`config.mk`:
```
export PLATFORM = sky130hd
export DESIGN_NAME = quad_phase_fixup
export DESIGN_NICKNAME = d
export VERILOG_FILES = /design/src/rtl/qpf_pkg.sv /design/src/rtl/qpf_lane.sv /design/src/rtl/quad_phase_fixup.sv
export SDC_FILE = /design/constraint.sdc
export NUM_CORES = 1
export LEC_CHECK = 0
export ABC_CLOCK_PERIOD_IN_PS = 3620
export CAP_MARGIN = 10
export CORE_MARGIN = 2
export CORE_UTILIZATION = 50
export DETAILED_ROUTE_END_ITERATION = 8
export DONT_BUFFER_PORTS = 1
export PLACE_DENSITY_LB_ADDON = 0.2
export SYNTH_ARGS = -nofsm -noshare
export SYNTH_HDL_FRONTEND = slang
export SYNTH_HIERARCHICAL = 1
export SYNTH_SLANG_ARGS = --single-unit
```
`constraint.sdc`:
```
create_clock -name clk -period 3.62 [get_ports clk]
set_clock_uncertainty 0.05 [all_clocks]
set_input_delay 0.181 -clock clk [delete_from_list [all_inputs] [get_ports clk]]
set_output_delay 0.181 -clock clk [all_outputs]
set_load 0.01 [all_outputs]
```
`src/rtl/qpf_pkg.sv`:
```
// Package: shared constants and the lane rotation encoding.
// Assumes four lanes; lane index k selects rotation code k.
package qpf_pkg;
    localparam int NUM_LANES = 4;

    // Rotation applied by a lane, numbered to match the lane index.
    typedef enum logic [1:0] {
        ROT_NONE = 2'd0,   // factor 1
        ROT_POSJ = 2'd1,   // factor +j
        ROT_HALF = 2'd2,   // factor -1
        ROT_NEGJ = 2'd3    // factor -j
    } rot_e;
endpackage

```
`src/rtl/qpf_lane.sv`:
```
// Module: combinational quarter-turn rotator for one complex lane.
// Applies the rotation chosen by ROT using swaps and saturating
// negation only. Assumes two's-complement operands of width W.
module qpf_lane
    import qpf_pkg::*;
#(
    parameter int   W   = 16,
    parameter rot_e ROT = ROT_NONE
) (
    input  logic [W-1:0] a_re,
    input  logic [W-1:0] a_im,
    input  logic         skip,
    output logic [W-1:0] y_re,
    output logic [W-1:0] y_im
);
    localparam logic [W-1:0] MOST_NEG = {1'b1, {(W-1){1'b0}}};
    localparam logic [W-1:0] MOST_POS = {1'b0, {(W-1){1'b1}}};

    logic [W-1:0] neg_re;
    logic [W-1:0] neg_im;
    logic [W-1:0] rot_re;
    logic [W-1:0] rot_im;

    // Saturating negation of both parts.
    always_comb begin
        neg_re = (a_re == MOST_NEG) ? MOST_POS : (~a_re + 1'b1);
        neg_im = (a_im == MOST_NEG) ? MOST_POS : (~a_im + 1'b1);
    end

    // Pick the swap/negate pattern for this lane's fixed rotation.
    generate
        if (ROT == ROT_POSJ) begin : g_posj
            assign rot_re = neg_im;
            assign rot_im = a_re;
        end else if (ROT == ROT_HALF) begin : g_half
            assign rot_re = neg_re;
            assign rot_im = neg_im;
        end else if (ROT == ROT_NEGJ) begin : g_negj
            assign rot_re = a_im;
            assign rot_im = neg_re;
        end else begin : g_none
            assign rot_re = a_re;
            assign rot_im = a_im;
        end
    endgenerate

    // Bypass overrides the rotation.
    always_comb begin
        y_re = skip ? a_re : rot_re;
        y_im = skip ? a_im : rot_im;
    end


    always_comb begin
        if (!skip && ROT == ROT_HALF && a_re == MOST_NEG)
            sat_neg_chk: assert (y_re == MOST_POS);
    end
endmodule

```
`src/rtl/quad_phase_fixup.sv`:
```
// Module: four-lane phase compensator with one register stage.
// Lane k is rotated by rotation code k (1, +j, -1, -j) unless bypass
// is set. Data loads only when in_valid is high; out_valid follows
// in_valid by one clock. Synchronous active-low reset.
module quad_phase_fixup
    import qpf_pkg::*;
#(
    parameter int W = 16
) (
    input  logic                   clk,
    input  logic                   rst_n,
    input  logic                   in_valid,
    input  logic                   bypass,
    input  logic [NUM_LANES*W-1:0] in_re,
    input  logic [NUM_LANES*W-1:0] in_im,
    output logic                   out_valid,
    output logic [NUM_LANES*W-1:0] out_re,
    output logic [NUM_LANES*W-1:0] out_im
);
    localparam int BUS_W = NUM_LANES * W;

    logic [BUS_W-1:0] fix_re;
    logic [BUS_W-1:0] fix_im;

    // One rotator per lane; rotation code equals lane index.
    generate
        for (genvar k = 0; k < NUM_LANES; k++) begin : g_lane
            qpf_lane #(
                .W   (W),
                .ROT (rot_e'(k))
            ) u_lane (
                .a_re (in_re[k*W +: W]),
                .a_im (in_im[k*W +: W]),
                .skip (bypass),
                .y_re (fix_re[k*W +: W]),
                .y_im (fix_im[k*W +: W])
            );
        end
    endgenerate

    // Valid flag pipeline stage.
    always_ff @(posedge clk) begin
        if (!rst_n) out_valid <= 1'b0;
        else        out_valid <= in_valid;
    end

    // Output data register, loaded only on valid cycles.
    always_ff @(posedge clk) begin
        if (!rst_n) begin
            out_re <= '0;
            out_im <= '0;
        end else if (in_valid) begin
            out_re <= fix_re;
            out_im <= fix_im;
        end
    end


    valid_delay_chk: assert property (@(posedge clk) disable iff (!rst_n)
        in_valid |=> out_valid);


    hold_idle_chk: assert property (@(posedge clk) disable iff (!rst_n)
        !in_valid |=> ($stable(out_re) && $stable(out_im)));


    bypass_pass_chk: assert property (@(posedge clk) disable iff (!rst_n)
        (in_valid && bypass) |=> (out_re == $past(in_re) && out_im == $past(in_im)));


    lane0_pass_chk: assert property (@(posedge clk) disable iff (!rst_n)
        in_valid |=> (out_re[W-1:0] == $past(in_re[W-1:0])
                      && out_im[W-1:0] == $past(in_im[W-1:0])));


    lane1_im_chk: assert property (@(posedge clk) disable iff (!rst_n)
        (in_valid && !bypass) |=> (out_im[2*W-1:W] == $past(in_re[2*W-1:W])));


    lane3_re_chk: assert property (@(posedge clk) disable iff (!rst_n)
        (in_valid && !bypass) |=> (out_re[4*W-1:3*W] == $past(in_im[4*W-1:3*W])));
endmodule

```
Word-level counts from Yosys, hierarchy flattened
Cells that the tools add are included.
Storage, ports and cells
  register bits after elaboration: 129
  word-level logic and storage cells: 25
Cells by class
  add/sub/neg operators: 4
  equality and inequality tests: 4
  mux-type cells: 10
  bitwise gates (word level): 4
Operators with widths (count)
  2-to-1 mux 16 bit: 10
  adder 16 x 1 -> 16 bit, second input constant: 4
  == test 16 bit, second input constant: 4
  NOT 16 bit: 4

Longest topological paths before layout
  depth in word-level cells: 4
  depth in mapped cells: 10

By module
The synthesis kept the hierarchy.
Modules (own cells, without submodules)
  quad_phase_fixup: instances 1, cells each 415, area each 4986.0 um^2, seq. area each 2582.5 um^2
  qpf_lane at g_lane[2].u_lane: instances 1, cells each 148, area each 972.2 um^2, seq. area each 0.0 um^2
  qpf_lane at g_lane[1].u_lane: instances 1, cells each 104, area each 769.5 um^2, seq. area each 0.0 um^2
  qpf_lane at g_lane[3].u_lane: instances 1, cells each 99, area each 709.4 um^2, seq. area each 0.0 um^2
  qpf_lane at g_lane[0].u_lane: instances 1, cells each 32, area each 240.2 um^2, seq. area each 0.0 um^2

Worst setup path before layout
No wires, ideal clock.
  path type: input to register
  start: input in_re[48]
  end: register out_im[58]
  arrival: 1904 ps
  setup slack: 1601 ps
  stages: 9
  buffers on the path: 1
  path through: inv_1 > ha_1 > or4b_1 > buf_2 > or4_4 > xnor2_2 > a21oi_1 > mux2i_1 > nor2b_1
Between the ends
  longest elaborated chain between the ends: 4
  elaborated cells on any way between the ends: 5
RTL lines
  from (decl): RTL line quad_phase_fixup.sv:14  | input logic [NUM_LANES*W-1:0] in_re,
  NOT 16 bit: RTL line qpf_lane.sv:26  | neg_re = (a_re == MOST_NEG) ? MOST_POS : (~a_re + 1'b1);
  adder 16 x 1 -> 16 bit: RTL line qpf_lane.sv:26
  2-to-1 mux 16 bit *: RTL line qpf_lane.sv:26
  2-to-1 mux 16 bit *: RTL line qpf_lane.sv:50  | y_im = skip ? a_im : rot_im;
  named net fix_im[58]: RTL line quad_phase_fixup.sv:23  | logic [BUS_W-1:0] fix_im;
  to (signal assigned): RTL line quad_phase_fixup.sv:54  | out_im <= fix_im;
  to (decl): RTL line quad_phase_fixup.sv:18  | output logic [NUM_LANES*W-1:0] out_im
Mark *: on every way through the listed nets, which the timed path passes. The rest lies on a longest branch.
A chain may end at the register's enable or synchronous reset.

Final worst setup path
  start: input in_re[48]
  end: register out_im[59]
The elaborated chain is that of the path after synthesis.

==> results by group <==
Critical path
  – Largest fanout on the critical path: 13
  – Cell depth of the worst flop-to-flop path: 3
  – Worst Path Required: roughly 3.9 ns
  – Worst Setup End Kind: register
  – CP Launch Type: input port
  – Setup CP Type: input port to register
  – Critical path arrival: roughly 2.7 ns

Die
  – Die Span Y: approximately 130 um
  – IO Pins: between 200 and 300
  – Die X: approximately 130 um
  – Starting Density: 0.5088
  – DIE AREA: around 16000 um^2
  – Core box area: between 15000 and 20000 um^2
  – Standard-cell row count: 45

Synthesis
  – Post-synthesis cell area: between 7000 and 8000 um^2
  – Post-Synth Simple-Gate Area: 0.2264
  – FFs w/ async S/R, synth: 0
  – Syn Area/Cell: 9.621 um^2
  – Post-synth top area cell: dfxtp_1
  – Top_reg_cell synth: dfxtp_1
  – Synth top area share: 0.3364
  – #FFs+latches synth: between 100 and 150
  – Post-Syn Instances: between 700 and 800
  – Most frequent cell after synthesis: nor2b_1
  – Synth top cells by count: nor2b_1, mux2i_1, dfxtp_1, a21oi_1, buf_4
  – Largest family of logic cells by synthesized area: simple AND/OR/NAND/NOR gates
  – Largest cells by area after synthesis: dfxtp_1, mux2i_1, nor2b_1, mux2_2, buf_4
  – Number of synthesized flops with an enable pin: 0
  – Syn nets: 934
  – XOR/XNOR Fraction of Synth Area: 0.04205
  – Synth Area in Compound Gates: 0.06666
  – Post-synthesis adder-cell area fraction: 0.006519
  – Register area share after synthesis: 0.3364
  – Post-synthesis mux area share: 0.2244
  – Cell variety after synth: 58
  – Yosys Warn Count: 6

Route
  – Routed len/inst: between 15 and 20 um
  – DRT antenna net count: 0
  – DR vias: 5713
  – Vias/cell: 5.634
  – Drt initial violations: 287
  – DRC: 0
  – Total wire length: around 19 mm
  – TritonRoute pass-1 iters: 4

Finish
  – Register area: about 2600 um^2
  – Multi-input gate area: around 4300 um^2
  – Area Growth Syn to Fin: 13.09%
  – Diodes inserted: 0
  – Fin nets: ~950
  – Layout cells sized above 1: 0.1126
  – Fillers: 1324

Clock tree
  – Worst-skew pair later-pin latency: around 0.4 ns
  – H-tree depth: 4
  – Setup bufs post-CTS: 0
  – # hold bufs at CTS: 76
  – CTS tree: built
  – Post-CTS Resized: 0
  – Num CTS Buffers: 17
  – Clock buffer depth: 2
  – Clock transition at path regs: about 0.060 ns
  – CTS root buf: clkbuf_16
  – Clock Sinks: 129

Global routing
  – Largest net degree at the start of global routing: 130
  – Grt ovf: 0
  – Initial antenna violation count: 0
  – Vias in the first global route: 5626
  – First-pass GRT wire length: 28.97 mm
  – Total GRT Usage: 0.2221

Timing
  – Max Fclk: about 420 MHz
  – Slew headroom: 0.2478
  – Slew @ Worst Pin: roughly 1.1 ns
  – Period utilization: 0.6616
  – Hold Vio Cnt, Final: 0
  – RSZ-0062 raised after global routing: no
  – Final hold slack: just under 0.02 ns
  – Setup TNS: 0 ns
  – Period minus WS final: roughly 2.4 ns
  – Slew Limit Fails: 0
  – Final setup viols: 0

Run
  – Max-cap violations: 0

Place
  – Placer Congestion: around 0.9
  – Detailed placement HPWL: 12.16 mm
  – PortBufs: 0

Min path
  – Hold depth: 4
  – Worst Hold Class: input port to register

Power
  – Leakage: 3.552 nW
  – PD cells: around 460 nW/um^2
  – Peak supply drop: between 0.2 and 0.3 mV

Status
  – Result of the run: complete, no violations
## through the flow
step                      total power, W  cells  cell area [um^2]  utilization  setup slack, ns
after floorplan                 0.002079    798              7677            -            1.601
after global placement          0.002024    906              7249       0.4804            1.472
after detailed placement        0.002036    906              7249       0.4804            1.347
after CTS                       0.004026   1014              8682       0.5754            1.305
after global routing            0.004156   1014              8682       0.5754            1.105
final                           0.003981   1014              8682       0.5754            1.225
## metal layers
metal / vias to the layer above / routed length [um] / track usage
met4: 0 / 356 / 0.08662
met2: 235 / 9026 / 0.3831
met1: 2699 / 7308 / 0.2476
met3: 28 / 1881 / 0.08472
met5: - / 0 / 0
li1: 2751 / - / -
## state kept, by name (all words and copies together) (netlist names)
| register | cells |
|---|---|
| out_valid | 1 |
| out_re | 64 |
| out_im | 64 |
## cells in the final DEF, fill, tap and decap left out, types with 4 or more instances in the layout
cell,instances
nor4_1,4
a21o_1,4
inv_1,23
xnor2_1,24
o31a_1,5
dlygate4sd3_1,74
nor3_1,20
nor2_1,22
or3_1,5
mux2i_1,135
bufinv_16,4
nand2b_1,6
nand2_2,11
ha_1,4
mux2_2,33
o21ai_0,8
a21oi_1,40
clkbuf_16,17
nor4_4,5
xor2_1,11
dfxtp_1,129
and2_1,4
nand2_1,20
nor2b_1,148
a31oi_1,12
nand4_1,5
## power breakdown
group,switching (W),total (W),leakage (nW),internal (W)
Sequential,0.000123,0.00164,1.07,0.00152
Combinational,0.000197,0.000501,2.18,0.000304
Clock,0.000643,0.00184,0.307,0.00119
## layout make-up
cell class / count / share of cell area
clock buffers: 20 / 0.05260
flip-flops and latches: 129 / 0.2974
repair buffers: 76 / 0.09166
multi-input cells: 566 / 0.5005
well taps: 188 / 0.02709
inverters: 23 / 0.009944
clock inverters: 12 / 0.02075
## cells by family (layout without fill, tap and decap cells)
logic type	count (synthesis)	in the layout
AND/OR/NAND/NOR	275	275
multiplexers	168	168
flip-flops	129	129
buffers and inverters	103	131
AO/OA/AOI/OAI	83	83
XOR/XNOR	36	36
adder cells (fa/ha/maj)	4	4
## critical path, cell delays in order
cell and delay [ns]:
inv_1 0.03, ha_1 0.22, or4b_1 0.33, nor2_1 0.10, a31oi_1 0.81, a21oi_1 0.17
mux2i_1 0.18, dlygate4sd3_1 0.58, nor2b_1 0.04
## final timing paths
path | start | to | slack (ns)
hold reg to reg | out_im[22]$_SDFFE_PN0P_ | out_im[22]$_SDFFE_PN0P_ | 0.51
setup reg to reg | out_re[52]$_SDFFE_PN0P_ | out_re[52]$_SDFFE_PN0P_ | 2.30
setup / recovery | in_re[48] | out_im[59]$_SDFFE_PN0P_ | 1.22
hold / removal | in_im[37] | out_im[37]$_SDFFE_PN0P_ | 0.02
No activity file was read; power rests on OpenSTA's default activity.
